--- src/rtl/stair_pkg.sv ---
package stair_pkg;

  typedef enum logic [1:0] {
    SCH_I   = 2'd0,
    SCH_II  = 2'd1,
    SCH_III = 2'd2
  } scheme_e;

  localparam int NUM_SCHEMES = 3;
  localparam int GATE_W      = 6;
  localparam int LVL_W       = 3;

  // unit angle in degrees per scheme
  function automatic int unit_deg(input int s);
    case (s)
      1:       return 18;
      2:       return 15;
      default: return 30;
    endcase
  endfunction

  // length of each one-step segment, in units
  function automatic int side_units(input int s);
    return (s == 0) ? 1 : 2;
  endfunction

  // length of the centre two-step segment, in units
  function automatic int centre_units(input int s);
    case (s)
      1:       return 4;
      2:       return 6;
      default: return 2;
    endcase
  endfunction

  // k-th level edge (1..4) within a half-cycle, in degrees
  function automatic int edge_deg(input int s, input int k);
    int u;
    u = unit_deg(s);
    case (k)
      1:       return u;
      2:       return u * (1 + side_units(s));
      3:       return u * (1 + side_units(s) + centre_units(s));
      default: return u * (1 + 2 * side_units(s) + centre_units(s));
    endcase
  endfunction

  // degrees to phase counts, 360 degrees = 2^pw, rounded to nearest
  function automatic longint deg_to_count(input int deg, input int pw);
    return ((longint'(deg) << pw) + 64'sd180) / 64'sd360;
  endfunction

  function automatic scheme_e decode_sel(input logic [1:0] s);
    case (s)
      2'd1:    return SCH_II;
      2'd2:    return SCH_III;
      default: return SCH_I;
    endcase
  endfunction

  // level to gate word, bit 5 = device 1 ... bit 0 = device 6
  function automatic logic [GATE_W-1:0] switch_word(input logic signed [LVL_W-1:0] lvl);
    case (lvl)
      3'b001:  return 6'b101010;
      3'b010:  return 6'b101001;
      3'b111:  return 6'b010110;
      3'b110:  return 6'b010101;
      default: return 6'b110000;
    endcase
  endfunction

endpackage

--- src/rtl/stair_phase_acc.sv ---
module stair_phase_acc
  import stair_pkg::*;
#(
  parameter int PW = 16
) (
  input  logic          clk,
  input  logic          rst,
  input  logic          en,
  input  logic [PW-1:0] ftw_i,
  input  logic [1:0]    sel_i,
  output logic [PW-1:0] phase_o,
  output scheme_e       scheme_o,
  output logic          run_o,
  output logic          wrap_o
);

  logic [PW:0] sum;

  assign sum    = {1'b0, phase_o} + {1'b0, ftw_i};
  assign wrap_o = run_o & en & sum[PW];

  always_ff @(posedge clk) begin
    if (rst) begin
      phase_o  <= '0;
      scheme_o <= SCH_I;
      run_o    <= 1'b0;
    end else begin
      run_o <= en;
      if (!en)        phase_o <= '0;
      else if (run_o) phase_o <= sum[PW-1:0];
      if (!run_o || wrap_o) scheme_o <= decode_sel(sel_i);
    end
  end

  AST_PHASE_STEP: assert property (@(posedge clk) disable iff (rst)
    (run_o && en) |=> (PW'(phase_o - $past(phase_o)) == $past(ftw_i)));

  AST_IDLE_ORIGIN: assert property (@(posedge clk) disable iff (rst)
    !en |=> (phase_o == '0));

  AST_SCHEME_HOLD: assert property (@(posedge clk) disable iff (rst)
    (run_o && !wrap_o) |=> $stable(scheme_o));

endmodule

--- src/rtl/stair_level_map.sv ---
module stair_level_map
  import stair_pkg::*;
#(
  parameter int PW = 16
) (
  input  logic [PW-1:0]           phase_i,
  input  scheme_e                 scheme_i,
  output logic signed [LVL_W-1:0] level_o,
  output logic                    neg_half_o
);

  localparam int OW = PW - 1;

  logic [OW-1:0]                   off;
  logic [NUM_SCHEMES-1:0][1:0]     mag_s;
  logic [1:0]                      mag;

  assign off        = phase_i[OW-1:0];
  assign neg_half_o = phase_i[PW-1];

  for (genvar s = 0; s < NUM_SCHEMES; s++) begin : g_sch
    localparam logic [OW-1:0] T1 = OW'(deg_to_count(edge_deg(s, 1), PW));
    localparam logic [OW-1:0] T2 = OW'(deg_to_count(edge_deg(s, 2), PW));
    localparam logic [OW-1:0] T3 = OW'(deg_to_count(edge_deg(s, 3), PW));
    localparam logic [OW-1:0] T4 = OW'(deg_to_count(edge_deg(s, 4), PW));
    assign mag_s[s] = (off < T1) ? 2'd0 :
                      (off < T2) ? 2'd1 :
                      (off < T3) ? 2'd2 :
                      (off < T4) ? 2'd1 : 2'd0;
  end

  always_comb begin
    case (scheme_i)
      SCH_II:  mag = mag_s[1];
      SCH_III: mag = mag_s[2];
      default: mag = mag_s[0];
    endcase
  end

  assign level_o = neg_half_o ? -$signed({1'b0, mag}) : $signed({1'b0, mag});

endmodule

--- src/rtl/stair_gate_dec.sv ---
module stair_gate_dec
  import stair_pkg::*;
(
  input  logic                    run_i,
  input  logic signed [LVL_W-1:0] level_i,
  output logic [GATE_W-1:0]       gate_o
);

  assign gate_o = run_i ? switch_word(level_i) : '0;

endmodule

--- src/rtl/staircase_gate_gen.sv ---
module staircase_gate_gen
  import stair_pkg::*;
#(
  parameter int PHASE_W = 16
) (
  input  logic               clk,
  input  logic               rst,
  input  logic               en,
  input  logic [PHASE_W-1:0] ftw_i,
  input  logic [1:0]         scheme_i,
  output logic [5:0]         gate_o,
  output logic [2:0]         level_o
);

  logic [PHASE_W-1:0]      phase;
  scheme_e                 scheme;
  logic                    run;
  logic                    wrap;
  logic signed [LVL_W-1:0] level;
  logic                    neg_half;

  stair_phase_acc #(.PW(PHASE_W)) u_acc (
    .clk      (clk),
    .rst      (rst),
    .en       (en),
    .ftw_i    (ftw_i),
    .sel_i    (scheme_i),
    .phase_o  (phase),
    .scheme_o (scheme),
    .run_o    (run),
    .wrap_o   (wrap)
  );

  stair_level_map #(.PW(PHASE_W)) u_map (
    .phase_i    (phase),
    .scheme_i   (scheme),
    .level_o    (level),
    .neg_half_o (neg_half)
  );

  stair_gate_dec u_dec (
    .run_i   (run),
    .level_i (level),
    .gate_o  (gate_o)
  );

  assign level_o = run ? level : '0;

  AST_RESET_QUIET: assert property (@(posedge clk)
    rst |=> (gate_o == '0 && level_o == '0));

  AST_IDLE_QUIET: assert property (@(posedge clk) disable iff (rst)
    !en |=> (gate_o == '0));

  AST_POS_HALF: assert property (@(posedge clk) disable iff (rst)
    (run && !neg_half) |-> ($signed(level_o) >= 0));

  AST_NEG_HALF: assert property (@(posedge clk) disable iff (rst)
    (run && neg_half) |-> ($signed(level_o) <= 0));

  AST_THREE_ON: assert property (@(posedge clk) disable iff (rst)
    (run && level_o != '0) |-> ($countones(gate_o) == 3));

  AST_TWO_ON: assert property (@(posedge clk) disable iff (rst)
    (run && level_o == '0) |-> ($countones(gate_o) == 2));

endmodule

--- config.mk ---
export PLATFORM = sky130hd
export DESIGN_NAME = staircase_gate_gen
export DESIGN_NICKNAME = d
export VERILOG_FILES = /design/src/rtl/stair_pkg.sv /design/src/rtl/stair_phase_acc.sv /design/src/rtl/stair_level_map.sv /design/src/rtl/stair_gate_dec.sv /design/src/rtl/staircase_gate_gen.sv
export SDC_FILE = /design/constraint.sdc
export NUM_CORES = 1
export LEC_CHECK = 0
export BUFFER_PORTS_ARGS = -buffer_cell sky130_fd_sc_hd__buf_2
export CAP_MARGIN = 20
export CORE_MARGIN = 4
export CORE_UTILIZATION = 30
export CTS_CLUSTER_DIAMETER = 40
export CTS_CLUSTER_SIZE = 10
export DETAILED_ROUTE_END_ITERATION = 7
export GPL_ROUTABILITY_DRIVEN = 0
export PLACE_DENSITY = 0.5
export SLEW_MARGIN = 20
export SYNTH_ARGS = -nofsm -noshare
export SYNTH_HDL_FRONTEND = slang
export SYNTH_SLANG_ARGS = --single-unit
--- constraint.sdc ---
create_clock -name clk -period 3.2 [get_ports clk]
set_input_delay 0.32 -clock clk [delete_from_list [all_inputs] [get_ports clk]]
set_output_delay 0.32 -clock clk [all_outputs]
set_load 0.01 [all_outputs]
# Word level (Yosys, flattened, before mapping)
# Index checks and enable logic that the tools add are counted.
[totals]
regBits = 19
[op_classes]
add_sub_neg = 2
n_lt_le_gt_ge = 12
eq_ne = 8
mux = 18
bitwise = 3
n_reduce_logical = 3
[ops]
columns = ["operator", "n"]
rows = [
  ["$lt 15x15->1 const B", 6],
  ["$lt 15x14->1 const B", 3],
  ["$lt 15x12->1 const B", 2],
  ["$pmux 6 s4", 1],
  ["$mux 2", 9],
  ["$add 16x16->17", 1],
  ["$lt 15x13->1 const B", 1],
  ["$pmux 2 s2", 2],
  ["$eq 3x3->1 const B", 2],
  ["$mux 3", 2],
  ["$mux 6", 1],
  ["$eq 2x1->1 const B", 2],
  ["$eq 2x2->1 const B", 2],
  ["$eq 3x1->1 const B", 1],
  ["$eq 3x2->1 const B", 1],
  ["$mux 1", 3],
  ["$neg 2->3", 1],
  ["$and 1x1->1", 2],
  ["$reduce_or 2->1", 1],
  ["$logic_not 1->1", 1],
  ["$logic_or 1x1->1", 1],
  ["$not 1->1", 1],
]

# Depth between registers and ports, before layout
# Gate-level depths: netlist (run 1).
[logic_depth]
word_depth = 11
ltp_mapped = 11

# Hierarchy
# A second synthesis (run 1) with hierarchy kept.
[unflattened]
cells_unflattened = 276
hier_area_um2 = 2148.3
[by_module_without_submodules]
columns = ["mod", "n_inst", "cells_each", "area_per_inst_um2", "seq_area_each_um2"]
rows = [
  ["stair_phase_acc", 1, 174, 1427.6, 380.4],
  ["stair_level_map", 1, 90, 635.6, 0.0],
  ["stair_gate_dec", 1, 9, 66.3, 0.0],
  ["staircase_gate_gen", 1, 3, 18.8, 0.0],
]

# Least setup slack after synthesis (run 1)
# No wires, ideal clock.
[synth_timing]
path_kind = "reg-to-output"
startpoint = "register u_acc.phase_o[10]"
endpoint = "output port gate_o[1]"
arrival_ps = 2886
slack_ps = -6
stages_incl_launch_ff = 10
path_cell_list = "dfxtp_1 -> buf_2 -> nor4bb_1 -> and4b_1 -> a22o_1 -> a311o_1 -> a221oi_4 -> ha_1 -> xnor2_1 -> a2111oi_0"
[synth_between]
elab_chain_cells = 11
word_cells_on_any_way = 33
cone_classes = "add/sub: 1; order compare: 12; eq/ne: 4; mux: 16"
[synth_lines]
columns = ["item", "line", "source"]
rows = [
  ["start, declared", "stair_phase_acc.sv:11", "output logic [PW-1:0] phase_o,"],
  ["start signal, assigned", "stair_phase_acc.sv:30", "else if (run_o) phase_o <= sum[PW-1:0];"],
  ["$lt 15x15->1", "stair_level_map.sv:29", "(off < T4) ? 2'd1 : 2'd0;"],
  ["$mux 1", "stair_level_map.sv:29", ""],
  ["$mux 2", "stair_level_map.sv:28", "(off < T3) ? 2'd2 :"],
  ["$mux 2", "stair_level_map.sv:27", "(off < T2) ? 2'd1 :"],
  ["$mux 2", "stair_level_map.sv:26", "assign mag_s[s] = (off < T1) ? 2'd0 :"],
  ["$pmux 2 s2 *", "stair_level_map.sv:33", "case (scheme_i)"],
  ["$neg 2->3", "stair_level_map.sv:40", "assign level_o = neg_half_o ? -$signed({1'b0, mag}) : $signed({1'b0, mag});"],
  ["$mux 3 *", "stair_level_map.sv:40", ""],
  ["$eq 3x3->1 (tied with other cells)", "stair_pkg.sv:63", "case (lvl)"],
  ["$pmux 6 s4 *", "stair_pkg.sv:63", ""],
  ["$mux 6 *", "stair_gate_dec.sv:9", "assign gate_o = run_i ? switch_word(level_i) : '0;"],
  ["end, declared", "staircase_gate_gen.sv:11", "output logic [5:0] gate_o,"],
]
# Mark *: on every way between the ends. The rest lies on a longest branch, timed or not.

# Worst setup path after layout (run 1)
[layout_timing]
startpoint = "register u_acc.phase_o[5]"
endpoint = "output port gate_o[1]"
# The elaborated chain is that of the path after synthesis.

==> impl_results.md, run 1 <==
- Status: finished, final reports clean
- HP Class: in -> reg
- Main combinational cell family by area after synthesis: compound AO/OA/AOI/OAI gates
- Final Slew Violations: 0
- Hold path start: rst
- Setup crit start kind: flip-flop
- Initial core utilization: a little under a third
- Remaining antenna violation count: 0
- Drt total wl: 5030 um
- Syn. warnings: 0
- Worst skew pair latency: 260 ps
- Commonest cells post-synth: ha_1 (24), nor2_1 (24), a21oi_1 (20)
- DP Cell Count: 360
- Yosys cell types: 54
- Synth Cell Area: 1984 um2
- Syn nets: 301
- Number of flops mapped to enable cells by yosys: 0
- Max-cap viol count: 0
- Synth Area in Compound Gates: 27.36%
- Critical path fanouts, max: 5
- First-pass GRT wire length: ~8200 um
- Largest net degree at the start of global routing: 21
- Layout area overhead: 30.45%
- DRC Markers: 0
- Gr usage total: 12.91%
- Row cnt: 29
- Die Wd: 89.33 um
- H-tree levels: 1
- Crit end category: primary output
- Max Clk Rate: 0.3274 GHz
- Dpl hpwl: ~4000 um
- Syn avg cell area: ~7.8 um2
- Initial drt markers: 62
- Final setup viols: 0
- Worst relative slew slack: between 50% and 60%
- Worst EP required: ~2900 ps
- Post-synth top area share: between 10% and 20%
- Worst R2R Start: u_acc.phase_o[0]$_SDFFE_PP0P_
- Finished Cell Area: 2589 um2
- Worst r2r path cells: 11
- Number of global-route vias before repair: 1,827
- Mux contribution to synthesized area: 4.035%
- Die Ht: 89.33 um
- Cts hold-fix bufs: 0
- DR vias: 1,940
- Clock buffer count from CTS: 3
- Via-to-Cell Ratio: between 5 and 6
- I/O Buffers: 29
- CTS max path bufs: 2
- Layout cells sized above 1: a little under a third
- Ant. Diodes: 0
- Final WS setup: 145.4 ps
- Clock Pin Slew Worst Setup and Hold Paths: 80 ps
- Initial antenna violation count: 0
- Hold Path End: u_acc.scheme_o[1]$_SDFFE_PP0P_
- Clk root buf: clkbuf_8
- Ranking of synthesized cells by area: dfxtp_1 (19%), ha_1 (15%), a21oi_1 (5.0%), nor2_1 (4.5%), mux2i_1 (4.0%)
- DIE AREA: between 7000 and 8000 um2
- Final hold vios: 0
- Power per cell area: 228.1 nW/um2
- Routed wire per std cell: 13.71 um
- Post-synthesis register bit count: 19
- CTS tree: yes
- Critical path type: reg -> out
- Setup slack at placement: slightly above 100 ps
- Synth Area in Adders: 16.14%
- Max incr delay on CP: 370 ps
- Synth Instances: 255
- Final period util: 95.45%
- Clk_skew: around 1.1 ps
- Main flop type after synthesis: dfxtp_1
- Actual slew at the worst max-slew pin: 639.0 ps
- XOR/XNOR Fraction of Synth Area: roughly 4.9%
- Crit path DAT: 2730 ps
- CP Cell Sequence: buf_4 > a21oi_2 > nand2_2 > a22o_4 > a311o_1 > a221oi_4 > ha_4 > xnor2_1 > a2111oi_1 > buf_2
- Fin crit period: 3055 ps
- First drt pass iteration count: 4
- Hold depth: 2
- Clock sink count: 19
- Fin cells: 367
- R2R Path End: u_acc.scheme_o[0]$_SDFFE_PP0P_
- DP Area: 2261 um2
- Sequential-to-total area share from yosys stat: a little under a fifth
- CORE AREA: about 6400 um2
- TNS Setup: 0 ps
- Async S/R FF share, synth: 0%
- # IOs: 30
- Final nets: 337
- Post-synthesis simple-gate area fraction: between 20% and 30%
- Final core utilization: about two fifths
- Slowest cell on crit path: dfxtp_4
- CP bufs+invs: 2
- Area leader, netlist: dfxtp_1
- Family with the most delay on the worst path: compound AO/OA/AOI/OAI gates
- Peak supply drop: 0.1622 mV
- FF-to-FF setup slack: roughly 390 ps
- Grt ovf: 0
- Leakage: 1.110 nW
-- how the worst max path moves through the flow --
| stage | start | to | cells past startpoint |
|---|---|---|---|
| finish | u_acc.phase_o[5]$_SDFFE_PP0P_ | gate_o[1] | 10 |
| global route | u_acc.phase_o[13]$_SDFFE_PP0P_ | gate_o[4] | 13 |
| CTS | u_acc.phase_o[3]$_SDFFE_PP0P_ | gate_o[1] | 9 |
| detailed placement | u_acc.phase_o[7]$_SDFFE_PP0P_ | gate_o[1] | 9 |
| global placement | u_acc.phase_o[1]$_SDFFE_PP0P_ | gate_o[1] | 9 |
| floorplan | u_acc.phase_o[10]$_SDFFE_PP0P_ | gate_o[1] | 9 |
-- flip-flops by register name, summed over array words and instances (netlist names) --
register	cells
u_acc.phase_o	16
u_acc.scheme_o	2
u_acc.run_o	1
-- power by group --
part / total (mW) / internal, mW / switching, mW
clock: 0.176 / 0.0887 / 0.0869
combinational: 0.162 / 0.0766 / 0.0859
sequential: 0.252 / 0.240 / 0.0119
total: 0.590 / 0.406 / 0.185
-- through the flow --
stage / power (mW) / hold slack (ps)
2_1_floorplan: 0.3622 / 389.1
3_3_place_gp: 0.4079 / 466.3
3_5_place_dp: 0.4084 / 467.1
4_1_cts: 0.5885 / 233.1
5_1_grt: 0.6278 / 244.0
6_report: 0.5904 / 235.8
-- final cells by class --
cell class              instances  area, um2
fillers                       657       3797
multi-input cells             209       1713
flip-flops and latches         19      409.1
repair buffers                 44      272.8
well taps                      77      96.34
inverters                      14      52.55
clock buffers                   4      45.04
-- routing by layer --
| metal | part of all wire [%] | vias up | GRT usage, % |
|---|---|---|---|
| met2 | 46 | 18 | 20.43 |
| met3 | 1.5 | 6 | 1.382 |
| met1 | 50 | 898 | 18.07 |
| li1 | - | 1018 | - |
| met4 | 1.8 | 0 | 4.601 |
| met5 | 0 | - | 0 |
-- worst register-to-register path, cell delays in order (launching register included) --
cell and delay (ps):
dfxtp_4 380, ha_1 160, inv_1 50, fa_1 380, nor2b_1 160, o21a_1 150
o21ai_1 100, a22oi_1 270, a221o_1 280, a31oi_1 190, or3b_2 480, a21oi_1 160
-- layout by cell type (no fill, tap or decap), types with 3 or more instances in the layout --
cell type | Yosys | final
a211oi_1 | 6 | 4
xnor2_1 | 5 | 5
o21ai_1 | 3 | 3
xor2_1 | 6 | 6
nand2_1 | 15 | 13
o21ai_0 | 8 | 7
mux2i_1 | 8 | 8
nor2_1 | 24 | 23
nand2b_1 | 5 | 5
nand4_1 | 4 | 4
ha_1 | 24 | 20
nor2b_1 | 5 | 5
a21oi_1 | 20 | 18
o211ai_1 | 5 | 5
o211a_1 | 3 | 3
inv_1 | 14 | 13
and3_1 | 4 | 4
ha_2 | 0 | 3
a31oi_1 | 6 | 5
dfxtp_1 | 19 | 8
clkbuf_8 | 0 | 3
dfxtp_4 | 0 | 6
a21o_1 | 4 | 4
buf_2 | 6 | 29
nand3_1 | 7 | 5
buf_4 | 0 | 12
o21a_1 | 3 | 3
nor3_1 | 6 | 5
dfxtp_2 | 0 | 5
-- repair_timing --
item	CTS	global route
setup endpoints to repair	3	3
gates resized for setup	8	50
pin swaps	1	14
buffers inserted	1	2
-- logic make-up after synthesis --
group                    count (synthesis)
buffers and inverters                   27
AO/OA/AOI/OAI                           78
AND/OR/NAND/NOR                         87
flip-flops                              19
adder cells (fa/ha/maj)                 25
multiplexers                             8
XOR/XNOR                                11
(Power assumes the default switching activity.)
==> run 2: changes to the inputs <==
Settings changed: REMOVE_ABC_BUFFERS set to 1.
==> run 2 against run 1 <==
Clock skew grew 3.3 ps. Clock-buffer cell count decreased by 1. Fmax shrank 3.7%. Die area did not move. Global-route usage down 0.34 points. Flip-flop and latch count is the same. Cell count is 0.54% lower. Setup slack got worse by 120 ps. Sequential power about the same. Register-to-register slack got worse by 60 ps. Critical endpoint unchanged. Via count increased by 0.67%. Hold slack lost 2.0 ps.
==> impl_results.md, run 2 (same netlist as run 1, synthesis figures left out) <==
- Final Slew Violations: 0 (unchanged)
- Peak supply drop: 0.1250 mV (-23%)
- Initial core utilization: 31.07% (unchanged)
- Actual slew at the worst max-slew pin: 714.7 ps (+75.67 ps)
- Clk_skew: 4.391 ps (+3.273 ps)
- Max Clk Rate: 0.3154 GHz (-3.7%)
- Largest register FFs: 16 (unchanged)
- First drt pass iteration count: 4 (unchanged)
- Die Ht: 89.33 um (unchanged)
- Crit path launch: u_acc.phase_o[9]$_SDFFE_PP0P_
- Final WS setup: 28.92 ps (-116.5 ps)
- FF-to-FF setup slack: 330 ps (-60 ps)
- Routed wire per std cell: 14.55 um (+6.1%)
- Crit path DAT: 2850 ps (+120 ps)
- Drt total wl: 5310 um (+5.6%)
- Final hold vios: 0 (unchanged)
- Dpl hpwl: 3924 um (-1.0%)
- DIE AREA: 7980 um2 (unchanged)
- RSZ-0062 raised after global routing: true
- Crit path to: gate_o[1]
- Worst R2R Start: u_acc.phase_o[0]$_SDFFE_PP0P_
- Worst r2r path cells: 11 (unchanged)
- Crit end category: primary output
- DR vias: 1,953 (+0.67%)
- # IOs: 30 (unchanged)
- H-tree levels: 1 (unchanged)
- Worst relative slew slack: 52.35% (-5.0 points)
- Clk root buf: clkbuf_8
- Clock buffer count from CTS: 3 (unchanged)
- Largest net degree at the start of global routing: 21 (unchanged)
- Setup slack at placement: 103.3 ps (+0.3140 ps)
- Fin crit period: 3171 ps (+116.5 ps)
- R2R Path End: u_acc.scheme_o[1]$_SDFFE_PP0P_
- Number of global-route vias before repair: 1,766 (-3.3%)
- Via-to-Cell Ratio: 5.351 (+1.2%)
- Final core utilization: 39.64% (-0.90 points)
- Max-cap viol count: 0 (unchanged)
- Ant. Diodes: 0 (unchanged)
- Total Power: 0.5960 mW (+0.95%)
- DRC Markers: 0 (unchanged)
- Layout area overhead: 27.55%
- Cts hold-fix bufs: 0 (unchanged)
- Leakage: 1.111 nW (about the same)
- Reg with most FFs: u_acc.phase_o
- Initial drt markers: 129 (+110%)
- Power per cell area: 235.5 nW/um2 (+3.2%)
- Gr usage total: 12.57% (-0.34 points)
- Critical path fanouts, max: 6 (+1)
- CORE AREA: 6386 um2 (unchanged)
- Largest registers: u_acc.phase_o x16, u_acc.scheme_o x2, u_acc.run_o x1
- First-pass GRT wire length: 8079 um (-1.5%)
- Remaining antenna violation count: 0 (unchanged)
- Critical path type: reg -> out
- Fill cells: 658 (+0.15%)
- TNS Setup: 0 ps (unchanged)
- Setup crit start kind: flip-flop
- Final nets: 335 (-0.59%)
- Worst skew pair latency: 260 ps (about the same)
- Worst hold slack: 233.8 ps (-2.043 ps)
- CTS max path bufs: 2 (unchanged)
- Die Wd: 89.33 um (unchanged)
- Grt ovf: 0 (unchanged)
- Clock sink count: 19 (unchanged)
- Layout cells sized above 1: 30.21% (-0.48 points)
- Final period util: 99.10% (+3.6 points)
- Status: finished, final reports clean
- Row cnt: 29 (unchanged)
- Worst EP required: 2880 ps (about the same)
- CTS tree: yes
- Final setup viols: 0 (unchanged)
- Clock Pin Slew Worst Setup and Hold Paths: 80 ps (about the same)
- Most frequent cells in the layout: buf_2 (28), ha_1 (23), nor2_1 (22)
- Commonest non-fill, non-tap cell in the layout: buf_2
- I/O Buffers: 29 (unchanged)
- HP Class: in -> reg
- Initial antenna violation count: 0 (unchanged)
## run 2: cell count changes in the layout (fill, tap and decap cells not counted), sizes merged
cell	delta
clkbuf	-1
clkinv	+1
buf	-2
## run 2: routing by layer
layer  part of all wire [%]  up-vias  track usage, %
met5                      0        -               0
met1                     50      909           17.57
met4                    2.0        0           3.248
li1                       -     1014               -
met2                     46       22           20.70
met3                    1.6        8           1.106
## run 2: repair_timing
item | CTS | global route
setup endpoints to repair | 5 | 5
setup buffers | 0 | 3
pin swaps | 2 | 10
gates resized for setup | 11 | 40
## run 2: critical path, cell delays in order, from the launching register on
cell and delay (ps):
dfxtp_2 370, buf_4 170, o211a_1 140, o31ai_2 300, o311ai_4 170, nor4b_4 170, a221oi_4 280, ha_4 270
xnor2_1 120, a2111oi_1 380, buf_2 210
## run 2: worst min path at each step
stage / from / to / slack, ps / cells after the start
floorplan: rst / u_acc.scheme_o[0]$_SDFFE_PP0P_ / 390 / 1
global placement: u_acc.scheme_o[1]$_SDFFE_PP0P_ / u_acc.scheme_o[1]$_SDFFE_PP0P_ / 470 / 2
detailed placement: u_acc.scheme_o[1]$_SDFFE_PP0P_ / u_acc.scheme_o[1]$_SDFFE_PP0P_ / 470 / 2
CTS: rst / u_acc.scheme_o[1]$_SDFFE_PP0P_ / 230 / 2
global route: rst / u_acc.scheme_o[1]$_SDFFE_PP0P_ / 230 / 2
finish: rst / u_acc.scheme_o[1]$_SDFFE_PP0P_ / 230 / 2
## run 2: final cells by class
class	count	area (um2)	area share, %
multi-input combinational	209	1673	66.09
clock inverter	1	5.005	0.1977
timing repair buffer	42	260.3	10.28
clock buffer	3	41.29	1.631
inverter	14	52.55	2.076
tap	77	96.34	3.806
sequential	19	402.9	15.92
## run 2: per-stage QoR
| step | area, um2 | std cells |
|---|---|---|
| final | 2531 | 365 |
| after global placement | 2245 | 358 |
| after CTS | 2328 | 362 |
| after detailed placement | 2245 | 358 |
| after global routing | 2531 | 365 |
| after floorplan | 1928 | 242 |
## run 2: power by group
part / total [mW] / switching [mW] / internal [mW]
combinational: 0.164 / 0.0865 / 0.0776
clock: 0.176 / 0.0897 / 0.0867
sequential: 0.255 / 0.0122 / 0.243
total: 0.596 / 0.188 / 0.408
==> run 3: changes to the inputs <==
Settings changed: PLACE_DENSITY 0.5 to 0.52.
Clock period 3.2 ns to 2.6 ns, I/O delays scaled along.
==> run 3 against run 2 <==
The flow now finishes with violations (setup timing). Sequential share of layout area shrank 3.1 points. Setup slack lost 470 ps. Non-clock buffer count grew 58. Clock-buffer cell count grew 1. Hold slack lost 49 ps. Total power grew 32%. Via count grew 13%. Clock power grew 20%. Cell area grew 25%. Cell count grew 16%.
==> impl_results.md, run 3 (same netlist as run 1, synthesis figures left out) <==
- Fin crit period: 3036 ps
- Clock buffer count from CTS: 3 (unchanged)
- Reg with most FFs: u_acc.phase_o
- Initial core utilization: 31.07% (unchanged)
- Largest net degree at the start of global routing: 16 (-24%)
- Failing checks: setup timing
- Clock sink count: 19 (unchanged)
- Clock group share of total power: 26.9% (-2.7 points)
- Met2 GRT Util: 25.25% (+4.6 points)
- CORE AREA: 6386 um2 (unchanged)
- Layout cells sized above 1: 49.42% (+19 points)
- Crit path launch: u_acc.phase_o[11]$_SDFFE_PP0P_
- Initial antenna violation count: 0 (unchanged)
- Drt total wl: 6065 um (+14%)
- Total Power: 0.7893 mW (+32%)
- Met1 GRT Util: 20.07% (+2.5 points)
- Setup crit start kind: flip-flop
- First-pass GRT wire length: 9563 um (+18%)
- Leakage: 1.419 nW (+28%)
- Largest register FFs: 16 (unchanged)
- Flop pwr share: 39.1% (-3.8 points)
- DRC Markers: 0 (unchanged)
- First drt pass iteration count: 7 (+3)
- HP Class: in -> reg
- FF-to-FF setup slack: 20 ps (-310 ps)
- Max-cap viol count: 0 (unchanged)
- Max Clk Rate: 0.3293 GHz
- CP Cell Sequence: buf_4 > nor2_4 > a21oi_2 > a22o_4 > a311o_1 > a221oi_4 > ha_4 > buf_6 > xnor2_2 > nand3_1 > and3_1 > buf_2
- Peak supply drop: 0.1521 mV (+22%)
- Worst r2r path cells: 10 (-1)
- GR peak layer: met2
- Power per cell area: 250.0 nW/um2 (+6.2%)
- DIE AREA: 7980 um2 (unchanged)
- Switch share: 31.35% (-0.27 points)
- Layout area overhead: 59.08%
- Initial drt markers: 102 (-21%)
- TNS Setup: -2486 ps (-2486 ps)
- Final nets: 393 (+17%)
- Cts hold-fix bufs: 0 (unchanged)
- Setup slack at placement: -353.0 ps (-456.2 ps)
- Internal power: 0.5418 mW (+33%)
- Critical path type: reg -> out
- Die Ht: 89.33 um (unchanged)
- Final WS setup: -436.5 ps (-465.4 ps)
- Final setup viols: 8 (+8)
- Storage element area: 405.4 um2 (+0.62%)
- Hold depth: 2 (unchanged)
- Grt ovf: 0 (unchanged)
- Clock Pin Slew Worst Setup and Hold Paths: 80 ps (about the same)
- Fill cells: 585 (-11%)
- Hold Path End: u_acc.scheme_o[0]$_SDFFE_PP0P_
- Crit end category: primary output
- Final core utilization: 49.43% (+9.8 points)
- H-tree levels: 1 (unchanged)
- RSZ-0062 raised after global routing: true
- Family with the most delay on the worst path: compound AO/OA/AOI/OAI gates
- Most frequent cells in the layout: buf_4 (64), buf_2 (28), nor2_1 (21)
- CP bufs+invs: 3 (+1)
- Ant. Diodes: 0 (unchanged)
- Max incr delay on CP: 370 ps (about the same)
- Final hold vios: 0 (unchanged)
- Commonest non-fill, non-tap cell in the layout: buf_4
- Crit path DAT: 2780 ps (-70 ps)
- Actual slew at the worst max-slew pin: 501.5 ps (-213.1 ps)
- Worst R2R Start: u_acc.phase_o[8]$_SDFFE_PP0P_
- Combinational cell fraction of total power: 34.0% (+6.5 points)
- Clk root buf: clkbuf_8
- CTS max path bufs: 2 (unchanged)
- # IOs: 30 (unchanged)
- R2R Path End: u_acc.phase_o[14]$_SDFFE_PP0P_
- Routed wire per std cell: 14.34 um (-1.4%)
- P_sw: 0.2474 mW (+31%)
- Largest registers: u_acc.phase_o x16, u_acc.scheme_o x2, u_acc.run_o x1
- Number of global-route vias before repair: 2,110 (+19%)
- Critical path fanouts, max: 4 (-2)
- Final period util: 116.8%
- Slowest cell on crit path: dfxtp_4
- Worst EP required: 2340 ps (-540 ps)
- Worst relative slew slack: 66.53% (+14 points)
- CTS tree: yes
- I/O Buffers: 29 (unchanged)
- Hold path start: rst
- Met3 Use GR: 1.475% (+0.37 points)
- Status: finished with violations
- Die Wd: 89.33 um (unchanged)
- Remaining antenna violation count: 0 (unchanged)
- Clk_skew: 9.547 ps (+5.157 ps)
- Via-to-Cell Ratio: 5.236 (-2.1%)
- Gr usage total: 15.03% (+2.5 points)
- Worst hold slack: 184.3 ps (-49.43 ps)
- Multi-input gate area: 1847 um2 (+10%)
- Row cnt: 29 (unchanged)
- Dpl hpwl: 4370 um (+11%)
- Final Slew Violations: 0 (unchanged)
- DR vias: 2,215 (+13%)
- Worst skew pair latency: 260 ps (about the same)
run 3: cell count changes in the layout (fill, tap and decap cells not counted), sizes merged:
| cell | delta |
|---|---|
| buf | +58 |
| clkbuf | +1 |
| clkinv | -1 |
run 3: cell type report:
type	instances	area share, %
Inverter	14	1.665
Tap cell	77	3.052
Sequential cell	19	12.84
Clock buffer	4	1.427
Multi-Input combinational cell	209	58.50
Timing Repair Buffer	100	22.51
run 3: worst max-delay path by stage:
stage	endpoint	slack, ps	cells after the start
6_report	gate_o[4]	-440	12
5_1_grt	gate_o[4]	-570	12
4_1_cts	gate_o[1]	-390	9
3_5_place_dp	gate_o[1]	-350	9
3_3_place_gp	gate_o[1]	-290	10
2_1_floorplan	gate_o[1]	-510	8
run 3: per-layer routing:
metal	wire (um)	part of all wire [%]
met1	2837	47
met2	2985	49
met3	129	2.1
met4	112	1.8
met5	0	0
run 3: what timing repair did:
| item | in CTS | in global routing |
|---|---|---|
| setup endpoints to repair | 11 | 16 |
| gates resized for setup | 49 | 46 |
| setup buffers | 9 | 5 |
| pin swaps | 24 | 28 |
| cloned | 0 | 0 |
run 3: power groups by stage:
stage / logic, mW / clock network [mW] / registers (mW)
6_report: 0.269 / 0.212 / 0.308
3_3_place_gp: 0.216 / 0 / 0.316
3_5_place_dp: 0.218 / 0 / 0.316
5_1_grt: 0.296 / 0.234 / 0.310
4_1_cts: 0.245 / 0.218 / 0.309
2_1_floorplan: 0.119 / 0 / 0.322
run 3: metrics by stage:
| stage | area (um2) | cells |
|---|---|---|
| CTS | 2947 | 419 |
| floorplan | 1928 | 242 |
| global placement | 2605 | 406 |
| finish | 3157 | 423 |
| global route | 3157 | 423 |
| detailed placement | 2605 | 406 |
